===== config.mk =====
export PLATFORM = sky130hd
export DESIGN_NAME = i2c_ptr_regbank
export DESIGN_NICKNAME = d
export VERILOG_FILES = /design/src/rtl/i2c_ptr_pkg.sv /design/src/rtl/i2c_line_sync.sv /design/src/rtl/i2c_ptr_engine.sv /design/src/rtl/i2c_ptr_regfile.sv /design/src/rtl/i2c_ptr_regbank.sv
export SDC_FILE = /design/constraint.sdc
export NUM_CORES = 1
export LEC_CHECK = 0
export BUFFER_PORTS_ARGS = -buffer_cell sky130_fd_sc_hd__buf_2
export CAP_MARGIN = 30
export CORE_ASPECT_RATIO = 0.8
export CORE_MARGIN = 2
export CORE_UTILIZATION = 45
export CTS_CLUSTER_SIZE = 20
export DETAILED_ROUTE_END_ITERATION = 6
export PLACE_DENSITY = 0.68
export SLEW_MARGIN = 20
export SYNTH_ARGS = -nofsm -noshare
export SYNTH_HDL_FRONTEND = slang
export SYNTH_SLANG_ARGS = --single-unit
export TNS_END_PERCENT = 5

===== constraint.sdc =====
create_clock -name clk -period 1.84 [get_ports clk]
set_input_delay 0.184 -clock clk [delete_from_list [all_inputs] [get_ports clk]]
set_output_delay 0.184 -clock clk [all_outputs]
set_load 0.1 [all_outputs]

===== src/rtl/i2c_ptr_pkg.sv =====
package i2c_ptr_pkg;
  localparam int BYTE_W = 8;

  typedef enum logic [3:0] {
    ST_IDLE,
    ST_ADDR,
    ST_AACK,
    ST_WRX,
    ST_WACK,
    ST_TX,
    ST_RACK,
    ST_RNEXT,
    ST_SKIP
  } eng_st_t;
endpackage


===== src/rtl/i2c_line_sync.sv =====
module i2c_line_sync #(
  parameter int STAGES = 2
) (
  input  logic clk,
  input  logic rst,
  input  logic scl_i,
  input  logic sda_i,
  output logic scl_s,
  output logic sda_s,
  output logic scl_rise,
  output logic scl_fall,
  output logic start_ev,
  output logic stop_ev
);
  logic [STAGES-1:0] scl_sr, sda_sr;
  logic scl_q, sda_q;

  always_ff @(posedge clk) begin
    if (rst) begin
      scl_sr <= '1;
      sda_sr <= '1;
      scl_q  <= 1'b1;
      sda_q  <= 1'b1;
    end else begin
      scl_sr <= {scl_sr[STAGES-2:0], scl_i};
      sda_sr <= {sda_sr[STAGES-2:0], sda_i};
      scl_q  <= scl_sr[STAGES-1];
      sda_q  <= sda_sr[STAGES-1];
    end
  end

  assign scl_s    = scl_sr[STAGES-1];
  assign sda_s    = sda_sr[STAGES-1];
  assign scl_rise = scl_s & ~scl_q;
  assign scl_fall = ~scl_s & scl_q;
  assign start_ev = scl_s & scl_q & sda_q & ~sda_s;
  assign stop_ev  = scl_s & scl_q & ~sda_q & sda_s;
endmodule


===== src/rtl/i2c_ptr_engine.sv =====
module i2c_ptr_engine
  import i2c_ptr_pkg::*;
(
  input  logic              clk,
  input  logic              rst,
  input  logic              scl_s,
  input  logic              sda_s,
  input  logic              scl_rise,
  input  logic              scl_fall,
  input  logic              start_ev,
  input  logic              stop_ev,
  input  logic [6:0]        own_addr,
  input  logic [BYTE_W-1:0] rd_data,
  output logic [BYTE_W-1:0] ptr_o,
  output logic              wr_en,
  output logic [BYTE_W-1:0] wr_addr,
  output logic [BYTE_W-1:0] wr_data,
  output logic              sda_oe
);
  eng_st_t           state;
  logic [3:0]        cnt;
  logic [BYTE_W-1:0] sh;
  logic [BYTE_W-2:0] tx;
  logic [BYTE_W-1:0] ptr;
  logic              rw;
  logic              sub_next;
  logic              ld_ptr;

  assign ptr_o  = ptr;
  assign ld_ptr = (state == ST_WACK) && scl_fall && sub_next && !start_ev && !stop_ev;

  always_ff @(posedge clk) begin
    wr_en <= 1'b0;
    if (rst) begin
      state    <= ST_IDLE;
      cnt      <= '0;
      sh       <= '0;
      tx       <= '0;
      ptr      <= '0;
      rw       <= 1'b0;
      sub_next <= 1'b0;
      sda_oe   <= 1'b0;
      wr_addr  <= '0;
      wr_data  <= '0;
    end else if (start_ev) begin
      state  <= ST_ADDR;
      cnt    <= '0;
      sda_oe <= 1'b0;
    end else if (stop_ev) begin
      state  <= ST_IDLE;
      sda_oe <= 1'b0;
    end else begin
      case (state)
        ST_ADDR, ST_WRX: begin
          if (scl_rise && cnt != 4'd8) begin
            sh  <= {sh[BYTE_W-2:0], sda_s};
            cnt <= cnt + 4'd1;
          end else if (scl_fall && cnt == 4'd8) begin
            cnt <= '0;
            if (state == ST_WRX) begin
              sda_oe <= 1'b1;
              state  <= ST_WACK;
            end else if (sh[7:1] == own_addr) begin
              rw       <= sh[0];
              sub_next <= 1'b1;
              sda_oe   <= 1'b1;
              state    <= ST_AACK;
            end else begin
              state <= ST_SKIP;
            end
          end
        end
        ST_AACK: if (scl_fall) begin
          if (rw) begin
            tx     <= rd_data[BYTE_W-2:0];
            sda_oe <= ~rd_data[BYTE_W-1];
            cnt    <= '0;
            state  <= ST_TX;
          end else begin
            sda_oe <= 1'b0;
            state  <= ST_WRX;
          end
        end
        ST_WACK: if (scl_fall) begin
          sda_oe <= 1'b0;
          state  <= ST_WRX;
          if (sub_next) begin
            ptr      <= sh;
            sub_next <= 1'b0;
          end else begin
            wr_en   <= 1'b1;
            wr_addr <= ptr;
            wr_data <= sh;
            ptr     <= ptr + 8'd1;
          end
        end
        ST_TX: if (scl_fall) begin
          if (cnt == 4'd7) begin
            sda_oe <= 1'b0;
            state  <= ST_RACK;
          end else begin
            cnt    <= cnt + 4'd1;
            sda_oe <= ~tx[BYTE_W-2];
            tx     <= {tx[BYTE_W-3:0], 1'b0};
          end
        end
        ST_RACK: if (scl_rise) begin
          ptr   <= ptr + 8'd1;
          state <= sda_s ? ST_SKIP : ST_RNEXT;
        end
        ST_RNEXT: if (scl_fall) begin
          tx     <= rd_data[BYTE_W-2:0];
          sda_oe <= ~rd_data[BYTE_W-1];
          cnt    <= '0;
          state  <= ST_TX;
        end
        default: ;
      endcase
    end
  end

  // SDA drive moves only after an SCL-low sample, except on bus events
  p_oe_scl_low_r12: assert property (@(posedge clk) disable iff (rst)
    (!$stable(sda_oe) && !$past(start_ev) && !$past(stop_ev)) |-> !$past(scl_s));

  // STOP goes idle and releases SDA; START re-arms address reception
  p_stop_idle_r11: assert property (@(posedge clk) disable iff (rst)
    stop_ev && !start_ev |=> (state == ST_IDLE) && !sda_oe);
  p_start_arm_r11: assert property (@(posedge clk) disable iff (rst)
    start_ev |=> (state == ST_ADDR) && (cnt == 4'd0));

  // besides a sub-address load, the pointer moves only by +1 (mod 256)
  p_ptr_step_r10: assert property (@(posedge clk) disable iff (rst)
    (!$stable(ptr) && !$past(ld_ptr)) |-> (ptr == $past(ptr) + 8'd1));

  // silent while ignoring the bus
  p_skip_quiet_r2: assert property (@(posedge clk) disable iff (rst)
    (state == ST_SKIP) |-> !sda_oe);
endmodule


===== src/rtl/i2c_ptr_regfile.sv =====
module i2c_ptr_regfile #(
  parameter int           DW        = 8,
  parameter int           AW        = 8,
  parameter int           NUM_CTRL  = 2,
  parameter logic [7:0]   CTRL_BASE = 8'h0A,
  parameter logic [7:0]   REV_OFS   = 8'h09,
  parameter logic [7:0]   REV_ID    = 8'h00
) (
  input  logic                   clk,
  input  logic                   rst,
  input  logic                   wr_en,
  input  logic [AW-1:0]          wr_addr,
  input  logic [DW-1:0]          wr_data,
  input  logic [AW-1:0]          rd_addr,
  output logic [DW-1:0]          rd_data,
  output logic [NUM_CTRL*DW-1:0] ctrl_o
);
  localparam int CTRL_END = int'(CTRL_BASE) + NUM_CTRL;

  logic [DW-1:0] ctrl_q [NUM_CTRL];

  always_ff @(posedge clk) begin
    for (int i = 0; i < NUM_CTRL; i++) begin
      if (rst)
        ctrl_q[i] <= '0;
      else if (wr_en && wr_addr == AW'(int'(CTRL_BASE) + i))
        ctrl_q[i] <= wr_data;
    end
  end

  always_comb begin
    rd_data = '0;
    if (rd_addr == AW'(REV_OFS))
      rd_data = DW'(REV_ID);
    for (int i = 0; i < NUM_CTRL; i++)
      if (rd_addr == AW'(int'(CTRL_BASE) + i))
        rd_data = ctrl_q[i];
  end

  for (genvar gi = 0; gi < NUM_CTRL; gi++) begin : g_out
    assign ctrl_o[gi*DW +: DW] = ctrl_q[gi];
  end

  // a write outside the control window leaves every control register as it was
  p_ro_hold_r8: assert property (@(posedge clk) disable iff (rst)
    (wr_en && (int'(wr_addr) < int'(CTRL_BASE) || int'(wr_addr) >= CTRL_END))
      |=> $stable(ctrl_o));
endmodule


===== src/rtl/i2c_ptr_regbank.sv =====
module i2c_ptr_regbank
  import i2c_ptr_pkg::*;
#(
  parameter int         SYNC_STAGES = 2,
  parameter int         NUM_CTRL    = 2,
  parameter logic [5:0] ADDR_HI     = 6'b101110,
  parameter logic [7:0] CTRL_BASE   = 8'h0A,
  parameter logic [7:0] REV_OFS     = 8'h09,
  parameter logic [7:0] REV_ID      = 8'h00
) (
  input  logic                       clk,
  input  logic                       rst,
  input  logic                       scl_i,
  input  logic                       sda_i,
  input  logic                       addr_sel_i,
  output logic                       sda_oe_o,
  output logic [NUM_CTRL*BYTE_W-1:0] ctrl_o
);
  logic scl_s, sda_s, scl_rise, scl_fall, start_ev, stop_ev;
  logic              wr_en;
  logic [BYTE_W-1:0] wr_addr, wr_data, ptr, rd_data;

  i2c_line_sync #(.STAGES(SYNC_STAGES)) u_sync (
    .clk(clk), .rst(rst), .scl_i(scl_i), .sda_i(sda_i),
    .scl_s(scl_s), .sda_s(sda_s), .scl_rise(scl_rise), .scl_fall(scl_fall),
    .start_ev(start_ev), .stop_ev(stop_ev)
  );

  i2c_ptr_engine u_eng (
    .clk(clk), .rst(rst), .scl_s(scl_s), .sda_s(sda_s),
    .scl_rise(scl_rise), .scl_fall(scl_fall),
    .start_ev(start_ev), .stop_ev(stop_ev),
    .own_addr({ADDR_HI, addr_sel_i}), .rd_data(rd_data), .ptr_o(ptr),
    .wr_en(wr_en), .wr_addr(wr_addr), .wr_data(wr_data), .sda_oe(sda_oe_o)
  );

  i2c_ptr_regfile #(
    .DW(BYTE_W), .AW(BYTE_W), .NUM_CTRL(NUM_CTRL),
    .CTRL_BASE(CTRL_BASE), .REV_OFS(REV_OFS), .REV_ID(REV_ID)
  ) u_rf (
    .clk(clk), .rst(rst), .wr_en(wr_en), .wr_addr(wr_addr), .wr_data(wr_data),
    .rd_addr(ptr), .rd_data(rd_data), .ctrl_o(ctrl_o)
  );
endmodule


==> reports/results.ini <==
[grt]
met2_usage_pct = 33.0
grt_start_max_net_pins = 24
grt_overflow = 0
antenna_found_initial = 0
top_usage_layer = met2
grt_pass1_wl_um = 14800
grt_use_met3_pct = 5.36
grt_usage_pct = 20.9
met1_usage_pct = 28.5
grt_pass1_vias = 2976

[placement]
place_congestion = 0.870
post-dp-hpwl_um = 6330
port_buffers = 21
place_ws_ns = -0.153
dpl_cell_area_mm2 = 0.00427
dp_cells = 566

[critical_path]
path_class = reg -> reg
cp.arrival_ns = 2.26
r2r_cells = 8
r2r_slack_ns = -0.18
critPathMaxFanout = 4
endpoint_kind = flop
rr_endpoint = u_eng.cnt[1]$_SDFFE_PP0P_
cp-start-kind = flop
cp-endpoint = u_eng.cnt[1]$_SDFFE_PP0P_
r2r-start = u_eng.cnt[1]$_SDFFE_PP0P_
required_ns = 2.08
startpoint = u_eng.cnt[1]$_SDFFE_PP0P_

[sta]
period_share_pct = 110
setup_slack_ns = -0.176
setup_viol_count_final = 13
maxSlewHeadroom_pct = 68.1
clock.fmax_mhz = 496
fin_crit_ns = 2.02
skew_ns = 0.00953
hold-worst-slack_ns = 0.0163
worstMarginPinSlew_ns = 0.472
final_max_slew_viol_count = 0
rsz0062_at_grt = true
setup_tns_ns = -1.66
hold_violations = 0

[run_status]
violations = setup timing
outcome = finished, violations left

[final_layout]
fin_util_pct = 58.7
final_area_mm2 = 0.00462
drive_gt1_share_pct = 29.7
nets = 479
multi_input_area_mm2 = 0.00198
areaGrowthSynthToFinish_pct = 27.1
layout.cells.non_filler = 583
regArea_mm2 = 0.00164
fillers = 668
antenna_cells = 0

[drt]
drt-initial-drc-count = 172
avgViaCountPerCell = 5.48
drtAntennaViolNets = 0
finalWirelength_um = 8940
post_drt_wl_per_cell_um = 15.3
first_pass_iters = 5
vias = 3196
drc_errors = 0

[clocking]
cts_tree = done
cts_buffers = 9
clkTransAtPathRegs_ns = 0.08
worstSkewPairLatency_ns = 0.35
cts_buffer_depth = 2
cts_sinks = 73
h-tree-depth = 3
root_buffer = clkbuf_8

[synthesis]
synth_top_family_by_area = simple AND/OR/NAND/NOR gates
synth_edf_count = 16
synthTopCellsByArea = dfxtp_1 31%, edfxtp_1 13%, mux2i_1 5.2%
postSynthAreaPerCell_um2 = 9.16
yosysTopAreaCell = dfxtp_1
postSynthCellCount = 397
ys_seq_elements = 73
synthXorXnorAreaFrac_pct = 0.482
ys_async_sr_fraction_pct = 0
synthMuxAreaShare_pct = 5.23
synthMostInstantiatedCell = dfxtp_1
yosysUniqueCellTypes = 63
synthTopCellsByCount = 57 x dfxtp_1, 48 x nor2_1, 35 x nand2_1
ys_seq_area_share_pct = 44.6
synth.cell_area_mm2 = 0.00363
syn_nets = 406
synthFlopType = dfxtp_1
synth_top_area_share_pct = 31.4
synth_simple_gate_area_share_pct = 26.4
synth-compound-area-share_pct = 18.0
yosys_warnings = 0
yosys.area_share.adder_pct = 1.38

[hold_path]
hp-class = in -> reg

[power_and_ir_drop]
total_power_mw = 3.43
power.switching_uw = 895
seqPwrFrac_pct = 48.7
worst_ir_drop_vdd_uv = 524
power_density_mw_per_mm2 = 743
p_sw_share_pct = 26.1
comb_power_share_pct = 9.6
p_int_mw = 2.53
p_leak_nw = 1.75
clkPwrFrac_pct = 41.7

[floorplanning]
die_area_mm2 = 0.00882
die_x_um = 104
initial_core_util_pct = 46.2
std_cell_rows = 29
ios = 22
die_h_um = 84.4
core_mm2 = 0.00787

[flow_run]
drv_cap = 0

-- worst max-delay path, stage by stage, from the launching register on --
cell     delay (ns)
dfxtp_4        0.39
inv_1          0.05
ha_2           0.16
and3b_2        0.21
and2_4         0.14
or4_4          0.52
and4b_4        0.24
a22oi_2        0.13
nor2_1         0.06
-- routing by layer --
layer  wire length [µm]  vias to the layer above
met4                 83                        0
met1               4250                     1515
li1                   -                     1575
met2               4110                       97
met5                  0                        -
met3                492                        9
-- cell type report --
type,instances,area share [%]
sequential,73,35.4
timing repair buffer,85,13.3
clock inverter,7,2.19
tap,108,2.93
inverter,8,0.650
clock buffer,9,2.68
multi-input combinational,293,42.8
-- power by group through the flow --
stage,Sequential [mW],Clock (mW),Combinational [mW]
2_1_floorplan,1.79,0,0.133
3_3_place_gp,1.71,0,0.305
3_5_place_dp,1.71,0,0.308
4_1_cts,1.67,1.46,0.311
5_1_grt,1.67,1.52,0.349
6_report,1.67,1.43,0.329
-- layout by cell type, fill, tap and decap left out, types with 3 or more instances in the layout --
cell       Yosys  layout
buf_4          2      61
dfxtp_1       57      52
nor2_1        48      47
nand2_1       35      35
a21oi_1       25      23
buf_2          9      21
mux2i_1       19      19
and2_1        17      16
edfxtp_1      16      16
nand3_1       13      13
a22oi_1       13      12
o21ai_0       11      11
nand2b_1      10      10
o21ai_1       10      10
a22o_1         9       9
clkbuf_8       0       9
inv_1          8       7
and3_1         6       6
or2_2          6       6
nor3_1         5       5
o22ai_1        5       4
nor2b_1        4       4
a2bb2oi_1      3       3
nand3b_1       3       3
dfxtp_4        0       3
-- cells by family after synthesis --
| kind of cell | count (synthesis) |
|---|---|
| flops | 73 |
| buf+inv | 31 |
| fa+ha+maj | 4 |
| mux | 19 |
| xor+xnor | 2 |
| compound gates | 94 |
| simple gates | 174 |
-- worst min path at each step --
stage | from | end | cells after the start
floorplan | scl_i | u_sync.scl_sr[0]$_SDFF_PP1_ | 1
global placement | scl_i | u_sync.scl_sr[0]$_SDFF_PP1_ | 2
detailed placement | scl_i | u_sync.scl_sr[0]$_SDFF_PP1_ | 2
CTS | scl_i | u_sync.scl_sr[0]$_SDFF_PP1_ | 2
global route | scl_i | u_sync.scl_sr[0]$_SDFF_PP1_ | 2
finish | scl_i | u_sync.scl_sr[0]$_SDFF_PP1_ | 2
-- repair_timing --
item,4_1_cts,5_1_grt
hold endpoints to repair,0,0
buffers inserted,0,1
setup endpoints to repair,17,33
resized for setup,5,20
hold buffers,0,0
pin swaps,2,12
-- registers in the layout, indices dropped and copies added (netlist names) --
register	cells
u_rf.ctrl_q	16
u_eng.ptr_o	8
u_eng.sh	8
u_eng.wr_addr	8
u_eng.wr_data	8
u_eng.tx	7
u_eng.cnt	4
u_eng.state	4
u_sync.scl_sr	2
u_sync.sda_sr	2
u_eng.rw	1
u_eng.sda_oe	1
u_eng.sub_next	1
u_eng.wr_en	1
u_sync.scl_q	1
u_sync.sda_q	1
No activity file was read; power rests on OpenSTA's default activity.
